===== config.mk =====
export PLATFORM = sky130hd
export DESIGN_NAME = ovs_uart_rx
export DESIGN_NICKNAME = d
export VERILOG_FILES = /design/src/rtl/ovs_rx_pkg.sv /design/src/rtl/ovs_rx_ctrl.sv /design/src/rtl/ovs_rx_dpath.sv /design/src/rtl/ovs_uart_rx.sv
export SDC_FILE = /design/constraint.sdc
export NUM_CORES = 1
export LEC_CHECK = 0
export CAP_MARGIN = 20
export CORE_ASPECT_RATIO = 1.2
export CORE_UTILIZATION = 40
export CTS_BUF_LIST = sky130_fd_sc_hd__clkbuf_4 sky130_fd_sc_hd__clkbuf_8
export CTS_CLUSTER_DIAMETER = 100
export DETAILED_ROUTE_END_ITERATION = 10
export SLEW_MARGIN = 20
export SYNTH_ARGS = -nofsm -noshare
export SYNTH_HDL_FRONTEND = slang
export SYNTH_SLANG_ARGS = --single-unit

===== constraint.sdc =====
create_clock -name clk -period 2.95 [get_ports clk]
set_clock_uncertainty 0.15 [all_clocks]
set_input_delay 0.4425 -clock clk [delete_from_list [all_inputs] [get_ports clk]]
set_output_delay 0.4425 -clock clk [all_outputs]
set_load 0.05 [all_outputs]

===== src/rtl/ovs_rx_pkg.sv =====
package ovs_rx_pkg;

  typedef enum logic [1:0] {
    RX_IDLE  = 2'd0,
    RX_START = 2'd1,
    RX_DATA  = 2'd2,
    RX_STOP  = 2'd3
  } rxState_e;

  // strobes from control to datapath
  typedef struct packed {
    logic clearAll;    // drop samples and partial word
    logic takeSample;  // store line level (ticks 7 and 8)
    logic shiftBit;    // shift voted bit into the word (tick 9 of a data bit)
    logic emitWord;    // hand off word (tick 9 of stop bit)
    logic nineBits;    // frame carries nine data bits
  } rxStrobes_t;

endpackage


===== src/rtl/ovs_rx_ctrl.sv =====
module ovs_rx_ctrl
  import ovs_rx_pkg::*;
#(
  parameter int OVS    = 16,
  parameter int DATA_W = 8
) (
  input  logic       clk,
  input  logic       rstN,
  input  logic       rxEnable,
  input  logic       sampleTick,
  input  logic       nineBitMode,
  input  logic       lineSync,
  input  logic       voteBit,
  output rxStrobes_t strobes
);

  localparam int SR_W  = DATA_W + 1;
  localparam int CNT_W = $clog2(OVS + 1);
  localparam int IDX_W = $clog2(SR_W);
  localparam logic [CNT_W-1:0] TICK_ONE  = CNT_W'(1);
  localparam logic [CNT_W-1:0] TICK_LAST = CNT_W'(OVS);
  localparam logic [CNT_W-1:0] TICK_A    = CNT_W'(OVS / 2 - 1);
  localparam logic [CNT_W-1:0] TICK_B    = CNT_W'(OVS / 2);
  localparam logic [CNT_W-1:0] TICK_C    = CNT_W'(OVS / 2 + 1);
  localparam logic [IDX_W-1:0] IDX_NINE  = IDX_W'(SR_W - 1);
  localparam logic [IDX_W-1:0] IDX_EIGHT = IDX_W'(SR_W - 2);

  rxState_e         state;
  logic [CNT_W-1:0] cnt;
  logic [CNT_W-1:0] cntNext;
  logic [IDX_W-1:0] bitIdx;
  logic [IDX_W-1:0] lastIdx;
  logic             nineQ;
  logic             busy;
  logic             bitWrap;
  logic             atA, atB, atC;

  always_comb begin
    busy    = (state != RX_IDLE);
    bitWrap = (cnt == TICK_LAST);
    cntNext = bitWrap ? TICK_ONE : cnt + TICK_ONE;
    atA     = (cntNext == TICK_A);
    atB     = (cntNext == TICK_B);
    atC     = (cntNext == TICK_C);
    lastIdx = nineQ ? IDX_NINE : IDX_EIGHT;
  end

  always_comb begin
    strobes.clearAll   = !rxEnable || !busy;
    strobes.takeSample = rxEnable && busy && sampleTick && (atA || atB);
    strobes.shiftBit   = rxEnable && (state == RX_DATA) && sampleTick && atC;
    strobes.emitWord   = rxEnable && (state == RX_STOP) && sampleTick && atC;
    strobes.nineBits   = nineQ;
  end

  always_ff @(posedge clk or negedge rstN) begin
    if (!rstN) begin
      state  <= RX_IDLE;
      cnt    <= '0;
      bitIdx <= '0;
      nineQ  <= 1'b0;
    end else if (!rxEnable) begin
      state  <= RX_IDLE;
      cnt    <= '0;
      bitIdx <= '0;
    end else if (sampleTick) begin
      unique case (state)
        RX_IDLE: begin
          if (!lineSync) begin
            state  <= RX_START;
            cnt    <= TICK_ONE;
            bitIdx <= '0;
            nineQ  <= nineBitMode;
          end
        end
        RX_START: begin
          cnt <= cntNext;
          if (atC && voteBit) begin
            state <= RX_IDLE;
            cnt   <= '0;
          end else if (bitWrap) begin
            state  <= RX_DATA;
            bitIdx <= '0;
          end
        end
        RX_DATA: begin
          cnt <= cntNext;
          if (bitWrap) begin
            if (bitIdx == lastIdx) state <= RX_STOP;
            else                   bitIdx <= bitIdx + IDX_W'(1);
          end
        end
        RX_STOP: begin
          cnt <= cntNext;
          if (atC) begin
            state <= RX_IDLE;
            cnt   <= '0;
          end
        end
        default: state <= RX_IDLE;
      endcase
    end
  end

  // a low enable forces idle on the next edge
  assert_idle_when_disabled_R2: assert property (@(posedge clk) disable iff (!rstN)
    !rxEnable |=> (state == RX_IDLE));

  // leaving idle needs a tick that saw the synchronized line low
  assert_start_on_low_tick_R3: assert property (@(posedge clk) disable iff (!rstN)
    (busy && !$past(busy)) |-> $past(sampleTick && !lineSync && rxEnable));

  // tick position stays inside one bit period while a frame is active
  assert_tick_window_R5: assert property (@(posedge clk) disable iff (!rstN)
    busy |-> (cnt >= TICK_ONE && cnt <= TICK_LAST));

  // data bit index never passes the last bit of the latched mode
  assert_bit_index_R7: assert property (@(posedge clk) disable iff (!rstN)
    (state == RX_DATA) |-> (bitIdx <= lastIdx));

endmodule


===== src/rtl/ovs_rx_dpath.sv =====
module ovs_rx_dpath
  import ovs_rx_pkg::*;
#(
  parameter int DATA_W      = 8,
  parameter int SYNC_STAGES = 2
) (
  input  logic              clk,
  input  logic              rstN,
  input  logic              rxLine,
  input  rxStrobes_t        strobes,
  output logic              lineSync,
  output logic              voteBit,
  output logic              wordValid,
  output logic [DATA_W-1:0] wordData,
  output logic              wordBit8,
  output logic              wordFrameErr
);

  localparam int SR_W = DATA_W + 1;

  logic [SYNC_STAGES-1:0] syncQ;
  logic [1:0]             sampQ;
  logic [SR_W-1:0]        shiftQ;

  always_ff @(posedge clk or negedge rstN) begin
    if (!rstN) syncQ <= '1;
    else       syncQ <= {syncQ[SYNC_STAGES-2:0], rxLine};
  end

  assign lineSync = syncQ[SYNC_STAGES-1];

  // two stored samples plus the live third one
  assign voteBit = (sampQ[0] & sampQ[1]) | (sampQ[0] & lineSync) | (sampQ[1] & lineSync);

  always_ff @(posedge clk or negedge rstN) begin
    if (!rstN)                   sampQ <= '0;
    else if (strobes.clearAll)   sampQ <= '0;
    else if (strobes.takeSample) sampQ <= {sampQ[0], lineSync};
  end

  always_ff @(posedge clk or negedge rstN) begin
    if (!rstN)                 shiftQ <= '0;
    else if (strobes.clearAll) shiftQ <= '0;
    else if (strobes.shiftBit) shiftQ <= {voteBit, shiftQ[SR_W-1:1]};
  end

  always_ff @(posedge clk or negedge rstN) begin
    if (!rstN) begin
      wordValid    <= 1'b0;
      wordData     <= '0;
      wordBit8     <= 1'b0;
      wordFrameErr <= 1'b0;
    end else begin
      wordValid <= strobes.emitWord;
      if (strobes.emitWord) begin
        wordData     <= strobes.nineBits ? shiftQ[DATA_W-1:0] : shiftQ[SR_W-1:1];
        wordBit8     <= strobes.nineBits & shiftQ[SR_W-1];
        wordFrameErr <= !voteBit;
      end
    end
  end

  // handoff is a single-cycle pulse
  assert_single_pulse_R9: assert property (@(posedge clk) disable iff (!rstN)
    wordValid |=> !wordValid);

endmodule


===== src/rtl/ovs_uart_rx.sv =====
module ovs_uart_rx
  import ovs_rx_pkg::*;
#(
  parameter int OVS         = 16,
  parameter int DATA_W      = 8,
  parameter int SYNC_STAGES = 2
) (
  input  logic              clk,
  input  logic              rstN,
  input  logic              rxEnable,
  input  logic              sampleTick,
  input  logic              nineBitMode,
  input  logic              rxLine,
  output logic              wordValid,
  output logic [DATA_W-1:0] wordData,
  output logic              wordBit8,
  output logic              wordFrameErr
);

  rxStrobes_t strobes;
  logic       lineSync;
  logic       voteBit;

  ovs_rx_ctrl #(.OVS(OVS), .DATA_W(DATA_W)) uCtrl (
    .clk        (clk),
    .rstN       (rstN),
    .rxEnable   (rxEnable),
    .sampleTick (sampleTick),
    .nineBitMode(nineBitMode),
    .lineSync   (lineSync),
    .voteBit    (voteBit),
    .strobes    (strobes)
  );

  ovs_rx_dpath #(.DATA_W(DATA_W), .SYNC_STAGES(SYNC_STAGES)) uDpath (
    .clk         (clk),
    .rstN        (rstN),
    .rxLine      (rxLine),
    .strobes     (strobes),
    .lineSync    (lineSync),
    .voteBit     (voteBit),
    .wordValid   (wordValid),
    .wordData    (wordData),
    .wordBit8    (wordBit8),
    .wordFrameErr(wordFrameErr)
  );

endmodule


After elaboration in Yosys (flattened, before gate mapping)
Cells that the tools add are included.
{"block": "totals", "elab_cells": 91, "ff_bits": 36, "inputBits": 6, "out_inout_bits": 11}
{"block": "classes", "reduce_logical": 23, "muxes": 30, "n_bitwise": 7, "eq_ne": 18, "addsub": 2}
{"operator": "$mux 4", "count": 8}
{"operator": "$mux 5", "count": 6}
{"operator": "$mux 2", "count": 10}
{"operator": "$pmux 5 s4", "count": 1}
{"operator": "$mux 9", "count": 2}
{"operator": "$ne 3x3->1 const B", "count": 4}
{"operator": "$pmux 4 s3", "count": 1}
{"operator": "$eq 5x4->1 const B", "count": 2}
{"operator": "$logic_and 1x1->1", "count": 10}
{"operator": "$ne 3x2->1 const B", "count": 3}
{"operator": "$mux 8", "count": 1}
{"operator": "$pmux 2 s4", "count": 1}
{"operator": "$reduce_and 7->1", "count": 1}
{"operator": "$reduce_and 6->1", "count": 1}
{"operator": "$reduce_bool 2->1", "count": 3}
{"operator": "$add 5x1->5 const B", "count": 1}
{"operator": "$eq 5x3->1 const B", "count": 1}
{"operator": "$eq 5x5->1 const B", "count": 1}
{"operator": "$add 4x1->4 const B", "count": 1}
{"operator": "$and 1x1->1", "count": 4}
{"operator": "$eq 2x2->1 const B", "count": 2}
{"operator": "$eq 4x4->1", "count": 1}
{"operator": "$ne 4x1->1 const B", "count": 1}
{"operator": "$ne 4x2->1 const B", "count": 1}
{"operator": "9 further kinds", "count": 13}

Logic depth before layout (Yosys ltp)
{"block": "logic_depth", "word_depth": 8, "ltp_mapped": 9}

By module
From an unflattened synthesis, not the netlist that was laid out.
{"block": "unflattened", "cells_unflattened": 203, "hier_area_um2": 1973.1}
{"mod": "ovs_rx_dpath", "seq_area_each_um2": 603.1, "n_inst": 1, "area_per_inst_um2": 988.4, "cells_per_inst": 83}
{"mod": "ovs_rx_ctrl", "seq_area_each_um2": 300.3, "n_inst": 1, "area_per_inst_um2": 984.7, "cells_per_inst": 120}

Worst setup path after synthesis
OpenSTA, ideal clock, no wires.
{"block": "synth_timing", "kind": "reg-to-reg", "startpoint": "register uCtrl.cnt[0]", "endpoint": "register uCtrl.bitIdx[2]", "period_less_slack_ns": 2.214, "arrival_time_ns": 1.945, "setup_ns": 0.118, "required_time_ns": 2.682, "n_path_buf": 0, "path_stages_with_launch": 9, "path_slack_ns": 0.736, "cell_sequence": "dfrtp_1 -> inv_1 -> ha_1 -> nand3b_4 -> or2_4 -> or3b_1 -> a31o_1 -> o21bai_1 -> a21o_1"}
{"block": "synth_via", "elab_chain_len": 6}
{"item": "from (decl)", "line": "ovs_rx_ctrl.sv:29", "source": "logic [CNT_W-1:0] cnt;"}
{"item": "from (signal assigned)", "line": "ovs_rx_ctrl.sv:77", "source": "cnt <= cntNext;"}
{"item": "from (signal assigned)", "line": "ovs_rx_ctrl.sv:87", "source": "cnt <= cntNext;"}
{"item": "from (signal assigned)", "line": "ovs_rx_ctrl.sv:94", "source": "cnt <= cntNext;"}
{"item": "$add 5x1->5 or $eq 5x5->1 (tied branches)", "line": "ovs_rx_ctrl.sv:41, ovs_rx_ctrl.sv:40"}
{"item": "$mux 5", "line": "ovs_rx_ctrl.sv:41", "source": "cntNext = bitWrap ? TICK_ONE : cnt + TICK_ONE;"}
{"item": "$eq 5x4->1", "line": "ovs_rx_ctrl.sv:44", "source": "atC = (cntNext == TICK_C);"}
{"item": "$logic_and 1x1->1", "line": "ovs_rx_ctrl.sv:78", "source": "if (atC && voteBit) begin"}
{"item": "$ne 3x3->1 (no line)"}
{"item": "$reduce_and 7->1 (no line) *"}
{"item": "to (signal assigned)", "line": "ovs_rx_ctrl.sv:90", "source": "else bitIdx <= bitIdx + IDX_W'(1);"}
{"item": "to (decl)", "line": "ovs_rx_ctrl.sv:31", "source": "logic [IDX_W-1:0] bitIdx;"}
Every way passes the cells marked *; elsewhere a longest branch is shown, timed or not.
A chain may end at the register's enable or synchronous reset.

Final worst setup path
{"block": "layout_timing", "startpoint": "register uCtrl.cnt[0]", "endpoint": "register uDpath.shiftQ[3]"}
{"block": "layout_via", "elab_chain_len": 5}
{"item": "$add 5x1->5 or $eq 5x5->1 (tied branches)", "line": "ovs_rx_ctrl.sv:41, ovs_rx_ctrl.sv:40"}
{"item": "$mux 5 *", "line": "ovs_rx_ctrl.sv:41"}
{"item": "$eq 5x4->1 *", "line": "ovs_rx_ctrl.sv:44"}
{"item": "$logic_and 1x1->1 *", "line": "ovs_rx_ctrl.sv:51", "source": "strobes.shiftBit = rxEnable && (state == RX_DATA) && sampleTick && atC;"}
{"item": "$reduce_bool 2->1 (no line) *"}
{"item": "to (signal assigned)", "line": "ovs_rx_dpath.sv:44", "source": "else if (strobes.shiftBit) shiftQ <= {voteBit, shiftQ[SR_W-1:1]};"}
{"item": "to (decl)", "line": "ovs_rx_dpath.sv:23", "source": "logic [SR_W-1:0] shiftQ;"}
Marks and branches as above.

==> results.md <==
- The critical path goes through inv_1 -> ha_1 -> a21boi_1 -> o32ai_1 -> and4_1 -> and4_1 -> mux2i_1 -> nor2_1.
- The relative contribution of the clock network to total power is 32.6%.
- STA classifies the critical path startpoint as a flop.
- The sequential fraction of design power is 53.1%.
- The average detailed-routed wire length per instance is 13.90 um.
- For this design the ratio of total power to cell area is 499.1 nW/um^2.
- The post-place setup slack is 0.3389 ns.
- Clock latency on the worst-skew pair, taken at its later pin, is 0.29 ns.
- In the post-synthesis netlist, the biggest area contributors are sky130_fd_sc_hd__dfrtp_1 45%, sky130_fd_sc_hd__mux2i_1 11%, sky130_fd_sc_hd__nor2_1 5.0%, sky130_fd_sc_hd__a21oi_1 3.4%, sky130_fd_sc_hd__ha_1 3.3%.
- After synthesis, the share of flip-flops with an asynchronous set or reset is 100.0%.
- The share of the Yosys chip area taken by registers is 47.85%.
- Synthesis produced a netlist whose cell count is 181.
- The routed layout has 1,348 vias.
- In the synthesized netlist, the cells that appear most often are 34 x sky130_fd_sc_hd__dfrtp_1, 25 x sky130_fd_sc_hd__nor2_1, 20 x sky130_fd_sc_hd__mux2i_1, 13 x sky130_fd_sc_hd__a21oi_1, 10 x sky130_fd_sc_hd__nand2_1.
- The required time reported for the critical path endpoint is 2.94 ns.
- The ratio of final minimum period to clock period is 89.00%.
- The fmax is 380.9 MHz.
- Net switching is 29.20% of the power.
- Summed over all nets, the switching power comes to 0.3157 mW.
- The iteration-0 DRC count of the detailed router is 60.
- The portion of synthesized cell area occupied by the leading cell type is 45.06%.
- The final RePlAce weighted congestion is 0.8034.
- The logic depth of the worst register-to-register path is 8.
- Hold is met by 0.2066 ns.
- In this run the standard cell core region covers 4561 um^2.
- Max-cap violations in this run came to 0.
- Dividing the detail-routed via count by the number of cells gives 5.286.
- After routing the design area is 2166 um^2.
- Before antenna repair, the detailed router went through 4 iterations.
- The die is 64.72 um wide.
- The run finished with clean final reports.
- The clock-pin transition on the worst setup and hold timing paths is 0.07 ns.
- sky130_fd_sc_hd__dfrtp_1 is the most common cell in the netlist.
- The flip-flop and latch count after synthesis is 36.
- The hold path startpoint is uDpath.syncQ[0].
- The class of the tightest hold or removal check is flop to flop.
- The launching element of the worst setup path is uCtrl.cnt[0].
- The worst hold path passes through 0 cells.
- The worst-case setup margin in the final layout is 0.3246 ns.
- 17 I/O pins were placed.
- The area of the multi-input gates is 907.1 um^2.
- The largest net degree at the start of global routing is 37.
- The number of distinct library cells after synthesis is 52.
- Combinational logic is responsible for 14.3% of the overall power.
- The number of filler cells placed in the layout is 447.
- The post-layout instance count excluding filler cells is 255.
- The final net count is 207.
- The maximum single-stage delay on the critical path is 0.54 ns.
- The hold buffer count at CTS is 0.
- The count of final hold-check violations is 0.
- For this run, the number of Yosys warnings is 0.
- The floorplan has 27 rows.
- The repair_antennas step left the layout with diodes totalling 0.
- The most common cell type on the critical path is sky130_fd_sc_hd__and4_1.
- IR analysis of the VDD net gives a maximum drop of 0.3441 mV.
- The H-tree was split into 2 levels.
- The worst pin sits at a relative slew slack of 49.03%.
- In this run, synthesis inferred 0 flip-flops with an integrated enable.
- The cell-internal power is 0.7654 mW.
- In this run, post-CTS repair resized a total of 0 instances.
- The shortest clock period the worst path allows after layout is 2.625 ns.
- The die covers 5000 um^2.
- The aggregate global-route resource usage is 16.47%.
- The initial core utilization is 41.40%.
- The critical path capture point type is a flop.
- In the routed design, unresolved DRC markers number 0.
- The detailed-route wire length is 3545 um.
- The clock passes through at most 2 buffers.
- The area taken by flip-flops and latches is 903.4 um^2.
- The total of buffers placed on input and output ports is 16.
- In this run the critical register-to-register path is launched from uCtrl.cnt[0].
- The proportion of layout cells with a drive suffix above 1 is 10.15%.
- In this run the post-CTS setup repair buffer count came out at 0.
- The dominant register cell in the synthesized netlist is sky130_fd_sc_hd__dfrtp_1.
- When the netlist entered floorplanning its net count stood at 192.
- The count of pins over their slew limit was 0.
- The path type of the worst setup path is flop to flop.
- At the pin with the least slew margin, the transition time is 0.7594 ns.
- In this run the remaining antenna-violating nets after routing total 0.
- The area overhead of the layout relative to synthesis is 14.71%.
- On the critical path, the stage with the largest delay is an instance of sky130_fd_sc_hd__and4_1.
- Once placement completed, the tool counted placed cells totaling 247.
- The total overflow left after global routing is 0.
- The leakage power total is 0.9789 nW.
- Cells fill 47.49% of the core in the end.
- Clock tree synthesis selected as its root buffer the cell sky130_fd_sc_hd__clkbuf_8.
- The CTS buffer count is 5.
- The floorplan step set the die height to 77.26 um.
- TritonCTS built the clock tree.
- Data arrives at the worst endpoint at 2.62 ns.
- The number of clock sinks is 36.
- The final number of setup-violating endpoints is 0.
- Detailed placement ended at an HPWL of 2508 um.
- Of all cell types, the one taking the most synthesized area is sky130_fd_sc_hd__dfrtp_1.
- The number of global-route vias before repair came to 1,350.
- Setup repair after global routing left no endpoint under its margin.
- Summing internal, switching and leakage power gives 1.081 mW.
- Along the worst path, the maximum fanout reaches 9.
- After routing, the total negative slack on setup checks comes to 0 ns.
- The average size of a mapped cell is 10.43 um^2.
- The cell area after placement is 2077 um^2.
- In this run the cell area of the synthesized design comes to 1888 um^2.
- The initial antenna violation count is 0.
- The global-route wire length before repair is 6327 um.
[per-layer routing]
metal / vias to the layer above / track usage, % / wire length, um
li1: 670 / - / -
met3: 6 / 4.018 / 81
met2: 15 / 26.46 / 1752
met4: 0 / 6.889 / 61
met5: - / 0 / 0
met1: 657 / 20.76 / 1649
[cell type report]
class | instances | area share, %
multi-input combinational | 130 | 41.88
clock buffer | 6 | 3.524
tap | 58 | 3.351
timing repair buffer | 18 | 8.088
clock inverter | 2 | 0.5777
sequential | 36 | 41.71
inverter | 5 | 0.8666
[registers in the layout (all words and copies together), names as in the netlist]
signal,flops
uDpath.shiftQ,9
uDpath.wordData,8
uCtrl.cnt,5
uCtrl.bitIdx,4
uCtrl.state,2
uDpath.sampQ,2
uDpath.syncQ,2
uCtrl.nineQ,1
uDpath.wordBit8,1
uDpath.wordFrameErr,1
uDpath.wordValid,1
[final timing paths]
path,slack [ns],to
setup / recovery,0.32,uDpath.shiftQ[3]
hold / removal,0.21,uDpath.syncQ[1]
setup reg to reg,0.32,uDpath.shiftQ[3]
hold reg to reg,0.21,uDpath.syncQ[1]
max in group asynchronous,1.90,uDpath.syncQ[1]
min in group asynchronous,0.41,uCtrl.bitIdx[2]
[power groups by stage]
stage                     Combinational, mW  Clock [mW]  Sequential (mW)
after global routing                  0.174       0.385            0.580
after floorplan                       0.164           0            0.534
final                                 0.155       0.352            0.574
after CTS                             0.157       0.367            0.573
after detailed placement              0.157           0            0.583
after global placement                0.150           0            0.582
[worst max-delay path, delay by kind of cell, from the launching register on]
family          cells  cell delay (ns)
simple gates        3             0.92
flops               1             0.44
compound gates      2             0.35
fa+ha+maj           1             0.26
mux                 1             0.24
buf+inv             1             0.11
[cells by family (layout without fill, tap and decap cells)]
kind of cell / after synthesis / after routing / synth area share (%)
and+or+nand+nor: 60 / 60 / 16.83
AOI/OAI and AO/OA: 39 / 39 / 14.18
DFF: 36 / 36 / 47.85
muxes: 22 / 22 / 11.80
buffers and inverters: 15 / 31 / 4.108
adders and majority gates: 6 / 6 / 3.844
xor gates and xnor gates: 3 / 3 / 1.392
[cell usage in the layout, fill, tap and decap left out, types with 2 or more instances in the layout]
cell	netlist	routed
sky130_fd_sc_hd__clkbuf_8	0	5
sky130_fd_sc_hd__xnor2_1	2	2
sky130_fd_sc_hd__a21o_1	2	2
sky130_fd_sc_hd__and4_1	2	2
sky130_fd_sc_hd__dfrtp_1	34	34
sky130_fd_sc_hd__clkdlybuf4s50_1	0	16
sky130_fd_sc_hd__a22o_1	2	2
sky130_fd_sc_hd__o211a_1	2	2
sky130_fd_sc_hd__nor3b_1	2	2
sky130_fd_sc_hd__a21oi_1	13	13
sky130_fd_sc_hd__buf_4	3	2
sky130_fd_sc_hd__nand3_1	4	4
sky130_fd_sc_hd__ha_1	5	5
sky130_fd_sc_hd__o21ai_1	4	5
sky130_fd_sc_hd__mux2i_1	20	20
sky130_fd_sc_hd__dfstp_2	2	2
sky130_fd_sc_hd__inv_1	5	5
sky130_fd_sc_hd__or3b_1	2	2
sky130_fd_sc_hd__o21ai_0	3	2
sky130_fd_sc_hd__nor2_1	25	25
sky130_fd_sc_hd__nor2b_1	3	3
sky130_fd_sc_hd__and3_1	2	2
sky130_fd_sc_hd__nand2_1	10	10
No activity file was read; power rests on OpenSTA's default activity.
